### src/rtl/pdm_pkg.sv
package pdm_pkg;
    localparam int unsigned PDM_SAMPLE_W = 16;
endpackage

### src/rtl/pdm_carry_add.sv
module pdm_carry_add #(
    parameter int unsigned W = 16
) (
    input  logic [W-1:0] a_i,
    input  logic [W-1:0] b_i,
    output logic [W-1:0] sum_o,
    output logic         carry_o
);
    localparam int unsigned WIDE = W + 1;

    logic [WIDE-1:0] wide_sum;

    always_comb begin
        wide_sum = {1'b0, a_i} + {1'b0, b_i};
        sum_o    = wide_sum[W-1:0];
        carry_o  = wide_sum[W];
    end
endmodule

### src/rtl/pdm_out_stage.sv
module pdm_out_stage
    import pdm_pkg::*;
#(
    parameter int unsigned W = PDM_SAMPLE_W
) (
    input  logic         clk,
    input  logic         rst_n,
    input  logic         step_en,
    input  logic [W-1:0] sample,
    output logic         pdm_o
);
    typedef struct packed {
        logic [W-1:0] acc;
        logic         pdm;
    } mod_state_t;

    mod_state_t state_d, state_q;

    logic [W-1:0] add_sum;
    logic         add_carry;

    pdm_carry_add #(.W(W)) u_add (
        .a_i     (state_q.acc),
        .b_i     (sample),
        .sum_o   (add_sum),
        .carry_o (add_carry)
    );

    always_comb begin
        state_d = state_q;
        if (step_en) begin
            state_d.acc = add_sum;
            state_d.pdm = add_carry;
        end
    end

    always_ff @(posedge clk) begin
        if (!rst_n) begin
            state_q <= '0;
        end else begin
            state_q <= state_d;
        end
    end

    assign pdm_o = state_q.pdm;
endmodule

### config.mk
export PLATFORM = sky130hd
export DESIGN_NAME = pdm_out_stage
export DESIGN_NICKNAME = d
export VERILOG_FILES = /design/src/rtl/pdm_pkg.sv /design/src/rtl/pdm_carry_add.sv /design/src/rtl/pdm_out_stage.sv
export SDC_FILE = /design/constraint.sdc
export NUM_CORES = 1
export LEC_CHECK = 0
export BUFFER_PORTS_ARGS = -buffer_cell sky130_fd_sc_hd__buf_2
export CAP_MARGIN = 10
export CELL_PAD_IN_SITES_DETAIL_PLACEMENT = 1
export CELL_PAD_IN_SITES_GLOBAL_PLACEMENT = 1
export CORE_ASPECT_RATIO = 1.1
export CORE_MARGIN = 2
export CORE_UTILIZATION = 44
export CTS_BUF_LIST = sky130_fd_sc_hd__clkbuf_8
export CTS_CLUSTER_SIZE = 20
export DETAILED_ROUTE_END_ITERATION = 10
export PLACE_DENSITY = 0.88
export REMOVE_ABC_BUFFERS = 1
export SYNTH_ARGS = -nofsm -noshare
export SYNTH_HDL_FRONTEND = slang
export SYNTH_SLANG_ARGS = --single-unit
### constraint.sdc
create_clock -name clk -period 2.5 [get_ports clk]
set_clock_uncertainty 0.1 [all_clocks]
set_input_delay 0.375 -clock clk [delete_from_list [all_inputs] [get_ports clk]]
set_output_delay 0.375 -clock clk [all_outputs]
set_load 0.05 [all_outputs]
# After elaboration in Yosys (flattened, before gate mapping)
# Index checks and enable logic that the tools add are counted.
# totals
reg_bits	17
input_bits	19
word_cells	3
# classes
addsub	1
# op_table
op	n
adder 16 x 16 -> 17 bit	1

# Logic depth before layout (Yosys ltp)
# depth
depth_word	1
ltp_mapped	8
ltp_nobuf	8

# By module
# Synthesis repeated with hierarchy kept, for this count alone.
# hier_totals
cells_unflattened	164
hier_area_um2	1507.7
# by_module_without_submodules
mod	instances	cells_each	area_each_um2	seq_area_each_um2
pdm_carry_add	1	110	855.8	0.0
pdm_out_stage	1	54	651.9	340.3

# Least setup slack after synthesis
# No wires, ideal clock.
# synth_path
path_type	input-to-reg
startpoint	input sample[0]
endpoint	register state_q[13] (netlist bit)
arrival_time_ns	2.028
path_slack_ns	0.298
cell_stages	8
cell_sequence	ha_1 -> fa_1 -> a211oi_1 -> o21ai_0 -> a31oi_1 -> a21oi_1 -> xnor2_1 -> o21ai_0
# synth_between
elab_chain_cells	1
# synth_rtl
item	line_no	text
start: declaration	pdm_out_stage.sv:9	input logic [W-1:0] sample,
adder 16 x 16 -> 17 bit	pdm_carry_add.sv:14	wide_sum = {1'b0, a_i} + {1'b0, b_i};
end signal: assignment	pdm_out_stage.sv:41	state_q <= state_d;
end: declaration	pdm_out_stage.sv:17	mod_state_t state_d, state_q;
# No other way between the ends.
# A chain may end at the register's enable or synchronous reset.

# Final worst setup path
# layout_path
startpoint	register state_q[1] (netlist bit)
endpoint	register state_q[13] (netlist bit)
# layout_between
elab_chain_cells	1
# layout_rtl
item	line_no
adder 16 x 16 -> 17 bit	pdm_carry_add.sv:14
# No other way between the ends.

==> flow_metrics.env <==
export IMPL_ys_seq_area_frac=0.258
export IMPL_yosys_area_share_xor_xnor=0.0665
export IMPL_wire_per_inst_um=16.9
export IMPL_wirelength_mm=3.59
export IMPL_p_leak_nw=0.682
export IMPL_io_pins=20
export IMPL_synthSimpleGateAreaFrac=0.157
export IMPL_maxSlewHeadroom=0.634
export IMPL_drv_slew=0
export IMPL_clkTransAtPathRegs_ps=70
export IMPL_layout_nets=217
export IMPL_drt_initial_drc_count=23
export IMPL_powerDensity_mw_per_mm2=658
export IMPL_drt_antenna_violating_nets=0
export IMPL_worst_setup_path_end_kind="register"
export IMPL_startpoint_type="register"
export IMPL_muxShareOfSynthArea=0.0456
export IMPL_final_cell_area_sq_mm=0.00152
export IMPL_setup_violations_final=0
export IMPL_status="finished clean"
export IMPL_portBuffers=19
export IMPL_cts_resized=0
export IMPL_cts_tree="yes"
export IMPL_grt_use_total=0.224
export IMPL_placementRows=20
export IMPL_yosysWarnings=0
export IMPL_min_to="state_q[8]"
export IMPL_synthDistinctLibCells=32
export IMPL_async_flop_share=0
export IMPL_area_growth_pct=15.2
export IMPL_worstSkewPairLatency_ps=260
export IMPL_grt_pass1_wl_mm=5.88
export IMPL_route_detailed_drc=0
export IMPL_path_class="register to register"
export IMPL_vdd_ir_drop_max_mv=0.310
export IMPL_cts_buffers=3
export IMPL_clockRootBuffer="clkbuf_8"
export IMPL_ys_flop_type="dfxtp_1"
export IMPL_max_cap_viol_count=0
export IMPL_regToRegSetupSlack_ps=180
export IMPL_place_congestion=0.828
export IMPL_die_area_sq_mm=0.00345
export IMPL_first_pass_iters=4
export IMPL_fmax_mhz=431
export IMPL_tightest_slew_ps=547
export IMPL_hp_start="rst_n"
export IMPL_rsz0062_at_grt="no"
export IMPL_reg2reg_from="state_q[1]"
export IMPL_coreArea_sq_mm=0.00280
export IMPL_postSynthCellCount=158
export IMPL_cts_hold_buf=0
export IMPL_die_y_um=61.4
export IMPL_synth_compound_area_frac=0.289
export IMPL_finalCritPeriodShare=0.928
export IMPL_crit_path_max_fanout=3
export IMPL_cts_sinks=17
export IMPL_grt_overflow=0
export IMPL_cts_setup_buffers=0
export IMPL_die_x_um=56.2
export IMPL_reg2reg_depth=8
export IMPL_h_tree_depth=1
export IMPL_hold_violations=0
export IMPL_synth_top_family_by_area="compound AO/OA/AOI/OAI gates"
export IMPL_route_detailed_vias_per_inst=5.96
export IMPL_dpl_instance_area_sq_mm=0.00146
export IMPL_synthAdderAreaFrac=0.167
export IMPL_ys_seq_elements=17
export IMPL_diodes=0
export IMPL_syn_area_sq_mm=0.00132
export IMPL_grt_max_degree=18
export IMPL_r2r_end="state_q[13]"
export IMPL_holdPathStages=2
export IMPL_via_count=1270
export IMPL_synth_edf_count=0
export IMPL_hp_class="input port to register"
export IMPL_critPathRequiredTime_ps=2580
export IMPL_instances_no_fill=213
export IMPL_setup_tns_ps=0
export IMPL_cts_buffer_depth=2
export IMPL_syn_avg_cell_area_sq_um=8.34
export IMPL_cp_arrival_ps=2400
export IMPL_antenna_found_initial=0
export IMPL_drive_above_1_share=0.178
export IMPL_dp_cells=209
export IMPL_start_util=0.470
export IMPL_dp_hpwl_mm=2.70
export IMPL_fin_crit_ps=2320
export IMPL_grt_pass1_vias=1286
export IMPL_nFillCells=364
layer usage:
layer,GRT usage,routed length [um]
met2,0.407,1800
met4,0.116,74
met1,0.265,1630
met3,0.0273,91
met5,0,0
synthesized netlist by cell type, types with 4 or more instances:
library cell	number	area [sq um]
nor2_1	15	56.3
mux2i_1	6	60.1
o21ai_0	17	85.1
o21a_1	5	37.5
a21o_1	4	30.0
a21oi_1	16	80.1
xnor2_1	8	70.1
ha_1	16	200
dfxtp_1	17	340
nand2_1	13	48.8
how the worst max path moves through the flow:
stage,end,startpoint
floorplan,state_q[13],sample[0]
global placement,state_q[13],sample[0]
CTS,state_q[13],state_q[1]
global route,state_q[13],state_q[1]
detailed placement,state_q[13],sample[0]
finish,state_q[13],state_q[1]
logic make-up after synthesis:
logic type	after synthesis
AO/OA/AOI/OAI	59
AND/OR/NAND/NOR	43
adder cells (fa/ha/maj)	17
flip-flops	17
XOR/XNOR	10
buffers and inverters	6
multiplexers	6
layout by cell type (no fill, tap or decap), types with 2 or more instances in the layout:
master    count
o21ai_0      17
or3_1         3
dfxtp_1      17
ha_1         16
inv_1         3
nand2_1      13
mux2i_1       6
o21bai_1      3
a32o_1        3
buf_4         3
nand4_1       2
a21oi_1      16
o211ai_1      2
nor2b_1       3
nor2_1       15
nand3b_1      3
a211oi_1      2
a21o_1        4
xnor2_1       8
buf_2        19
o21a_1        5
a21o_2        2
xor2_1        2
clkbuf_8      3
flip-flops by register name (all words and copies together) (netlist names):
name	cells
pdm_o	1
state_q	16
critical path: stages, from the launching register on:
cell and delay (ps):
dfxtp_1 320, ha_1 210, fa_1 420, a211oi_2 290, o21ai_0 160, a31oi_2 280, a21oi_1 150, xnor2_1 140
o21ai_0 170
power by group:
group          total [mW]  switching [mW]  internal [mW]  leakage (nW)
registers           0.336          0.0240          0.312         0.140
logic               0.449           0.249          0.200         0.515
clock network       0.214           0.105          0.109        0.0269
area by class of cell:
type                            instances  area (sq um)  share of cell area
Clock buffer                            3          41.3              0.0272
Inverter                                2          7.51             0.00495
Timing Repair Buffer                   22           118              0.0775
Multi-Input combinational cell        135           966               0.636
Clock inverter                          1          3.75             0.00247
Sequential cell                        17           340               0.224
Tap cell                               33          41.3              0.0272
metrics by stage:
stage	hold WS (ps)	util	power, mW	setup slack, ps
finish	323	0.542	0.999	179
global route	325	0.542	1.07	11.6
CTS	326	0.538	0.995	35.6
detailed placement	359	0.521	0.777	-31.6
global placement	344	0.521	0.751	124
floorplan	329	-	0.663	300
Note: power is estimated with default switching activity, not from simulation.
